## src/rtl/soh_regen_ctrl.sv

```systemverilog
module soh_regen_ctrl (
  input  logic clk,
  input  logic rst,
  input  logic frame_start,
  input  logic sect_mode,
  input  logic los,
  input  logic lof,
  input  logic ais_auto_en,
  input  logic ais_man_en,
  input  logic pass_ais,
  input  logic prov_aab,
  input  logic prov_j0,
  input  logic prov_e1,
  input  logic prov_f1,
  input  logic prov_dcc,
  output logic regen_aab,
  output logic regen_j0,
  output logic regen_e1,
  output logic regen_f1,
  output logic regen_dcc,
  output logic ais_l_gen
);

  logic       fail, any_en, sect_fail;
  logic [3:0] opt_prov, opt_nxt;
  logic       aab_nxt, ais_nxt;

  assign fail      = los | lof;
  assign any_en    = ais_auto_en | ais_man_en;
  assign sect_fail = sect_mode & fail;
  assign opt_prov  = {prov_j0, prov_e1, prov_f1, prov_dcc};

  // pass_ais selects the same per-byte rule as the fallback, so it has no effect
  always_comb begin
    if (sect_fail) begin
      ais_nxt = any_en;
      aab_nxt = any_en;
      opt_nxt = any_en ? opt_prov : 4'b0;
    end else begin
      ais_nxt = 1'b0;
      aab_nxt = ais_man_en | prov_aab;
      opt_nxt = opt_prov;
    end
  end

  always_ff @(posedge clk) begin
    if (rst) begin
      {ais_l_gen, regen_aab, regen_j0, regen_e1, regen_f1, regen_dcc} <= '0;
    end else if (frame_start) begin
      ais_l_gen <= ais_nxt;
      regen_aab <= aab_nxt;
      {regen_j0, regen_e1, regen_f1, regen_dcc} <= opt_nxt;
    end
  end

  wire unused_ok = pass_ais;

endmodule

```

## config.mk

```make
export PLATFORM = sky130hd
export DESIGN_NAME = soh_regen_ctrl
export DESIGN_NICKNAME = d
export VERILOG_FILES = /design/src/rtl/soh_regen_ctrl.sv
export SDC_FILE = /design/constraint.sdc
export NUM_CORES = 1
export LEC_CHECK = 0
export BUFFER_PORTS_ARGS = -buffer_cell sky130_fd_sc_hd__buf_2
export CORE_AREA = 2 2 39 41
export CTS_BUF_LIST = sky130_fd_sc_hd__clkbuf_2 sky130_fd_sc_hd__clkbuf_4 sky130_fd_sc_hd__clkbuf_8
export CTS_CLUSTER_SIZE = 12
export DETAILED_ROUTE_END_ITERATION = 6
export DIE_AREA = 0 0 41 43
export PLACE_DENSITY = 0.47
export SLEW_MARGIN = 40
export SYNTH_ARGS = -nofsm -noshare
export SYNTH_HDL_FRONTEND = slang
export SYNTH_SLANG_ARGS = --single-unit
```

## constraint.sdc

```tcl
create_clock -name clk -period 1.1 [get_ports clk]
set_input_delay 0.22 -clock clk [delete_from_list [all_inputs] [get_ports clk]]
set_output_delay 0.22 -clock clk [all_outputs]
set_load 0.005 [all_outputs]
```

==> key figures <==
Critical path
  – Critical-path cell list: buf_2
  – Startpoint types: flop
  – CP required: 0.88 ns
  – Delay-heaviest family, CP: flip-flops
  – Endpoint arrival time on the critical path: between 0.6 and 0.7 ns
  – CP Buf/Inv Count: 1
  – Crit Path Max Fanout: 2
  – Crit end category: primary output
  – Critical path's largest stage delay: 0.34 ns
  – Crit Path Category: flop to primary output
  – Worst path slowest cell: dfxtp_1

Route
  – Initial DRC count: 1
  – Drt first pass iters: 2
  – Avg Vias per Cell: 3.951
  – Total Wirelength: 583 um
  – Average routed wire per standard cell: 9.557 um
  – Post-route ant nets: 0
  – DRC: 0
  – Vias: 241

Power
  – Int Pwr: 0.3996 mW
  – Total power: 0.5113 mW
  – Power per standard cell area: 1340 nW/um2
  – Clock power frac: 38.0%
  – Combinational cell fraction of total power: 15.3%
  – Worst vdd ir: 0.4515 mV
  – Switch share: between 20% and 30%
  – Seq pwr share: 46.7%
  – Leak pwr: ~0.2 nW
  – Sw Pwr: around 0.11 mW

CTS
  – TritonCTS buffer count: 3
  – Post-CTS Hold Buffers: 0
  – Clock latency on the worst-skew pair: 0.23 ns
  – Setup repair bufs after CTS: 0
  – CTS Buffer Depth: 2
  – Root buffer cell: clkbuf_4
  – CTS H-tree lvls: 1
  – Clock sinks: 6
  – Clock-pin slew of the registers on the worst-case setup and hold paths: 0.04 ns
  – Post-CTS sizing: 0
  – CTS tree: done

Cells and area
  – Most common cell after layout, fill and taps aside: buf_2
  – Final core utilization: 27.58%
  – Diodes inserted: 0
  – Final #Nets: 61
  – Design Area, Final: 381.6 um2
  – Area grow syn2layout: 50.99%
  – Commonest cells after routing, fill and taps aside: 18 x buf_2, 6 x dfxtp_1, 5 x nor2_1
  – Layout cell share with drive strength beyond 1: 51.11%

Floorplan
  – Die W: slightly above 40 um
  – Die Height: 43 um
  – DIE AREA: 1763 um2
  – Core area: 1384 um2
  – Initial Util: 18.26%
  – Number of cell rows: 14
  – Top-level port count: 20

STA
  – Slew @ Worst Pin: roughly 0.18 ns
  – Final Hold Vio Count: 0
  – Max-slew headroom: 88.12%
  – Final worst-path cycle share: 82.92%
  – Min Tclk post-route: 0.9121 ns
  – RSZ-0062 raised after global routing: false
  – Final setup TNS: 0 ns
  – Final setup viols: 0
  – FMAX: 1.096 GHz
  – Max-slew violations: 0
  – Setup Skew: 0 ns

Global route
  – Initial antenna violation count: 0
  – Total grt overflow: 0
  – Total GRT Usage: 7.545%
  – Vias in the first global route: 198
  – Global-route wire length before repair: 821 um
  – Largest net degree at the start of global routing: 6

Status
  – Status: finished, final reports clean

Synthesis
  – Distinct cells, synth: 12
  – Synth top area share: 47.52%
  – Area leader, netlist: dfxtp_1
  – Synth Instances: 24
  – Yosys warns: 0
  – Cell area after synthesis: ~250 um2
  – #FFs+latches synth: 6
  – Mapped Nets: 38
  – Sequential element share of the synthesized area: 47.52%
  – Synth top area cells: dfxtp_1 48%, mux2i_1 16%, nor2_1 7.4%
  – Mean area per synthesized cell: 10.53 um2

Worst hold path
  – Hold Crit Class: input pin to flop

Flow run
  – Maxcap violations: 0

Place
  – Placer Congestion: 0.5981
  – Buffers on Ports: 18
  – Dpl cell area: 359.1 um2
power groups by stage:
| stage | logic, mW | registers [mW] | clock network, mW |
|---|---|---|---|
| 6_report | 0.0781 | 0.239 | 0.194 |
| 5_1_grt | 0.0863 | 0.240 | 0.220 |
| 4_1_cts | 0.0789 | 0.239 | 0.209 |
| 3_5_place_dp | 0.0787 | 0.242 | 0 |
| 3_3_place_gp | 0.0779 | 0.243 | 0 |
| 2_1_floorplan | 0.0374 | 0.244 | 0 |
cells in the mapped netlist:
cell / n
o21a_1: 1
a21oi_1: 1
or3b_1: 1
nor3b_1: 1
o22ai_2: 1
buf_6: 1
a21o_1: 1
o211ai_1: 1
nor2_1: 5
nand2b_1: 1
mux2i_1: 4
dfxtp_1: 6
kinds of logic (layout without fill, tap and decap cells):
group	count (synthesis)	after routing	synth area share (%)
compound gates	5	5	15.84
buf+inv	1	22	4.455
flops	6	6	47.53
mux	4	4	15.84
simple gates	8	8	16.34
final timing paths:
path / end / from / slack [ns] / cells after the start
setup reg to reg: regen_e1$_SDFFE_PP0P_ / regen_e1$_SDFFE_PP0P_ / 0.50 / 2
setup / recovery: regen_e1 / regen_e1$_SDFFE_PP0P_ / 0.19 / 1
hold reg to reg: ais_l_gen$_SDFFE_PP0P_ / ais_l_gen$_SDFFE_PP0P_ / 0.47 / 2
hold / removal: ais_l_gen$_SDFFE_PP0P_ / rst / 0.16 / 2
state kept, by name, summed over array words and instances, names as in the netlist:
register and count:
regen_dcc 1, regen_aab 1, regen_f1 1, regen_j0 1, regen_e1 1, ais_l_gen 1
through the flow:
step / setup WS, ns / hold slack, ns / cells
after floorplan: 0.1753 / 0.2891 / 24
after global placement: 0.1186 / 0.4020 / 58
after detailed placement: 0.1203 / 0.4011 / 58
after CTS: 0.1791 / 0.1482 / 61
after global routing: 0.1415 / 0.1662 / 61
final: 0.1879 / 0.1563 / 61
per-layer routing:
layer / GRT usage (%) / wire length, um
met5: 0 / 0
met4: 8.000 / 0
met3: 3.665 / 89
met2: 7.813 / 184
met1: 10.03 / 309
final cells by class:
type | instances | area, um2
multi-input combinational | 17 | 121.4
sequential | 6 | 120.1
tap | 16 | 20.02
fill | 160 | 1002
timing repair buffer | 19 | 97.59
clock buffer | 3 | 22.52
(Power assumes the default switching activity.)
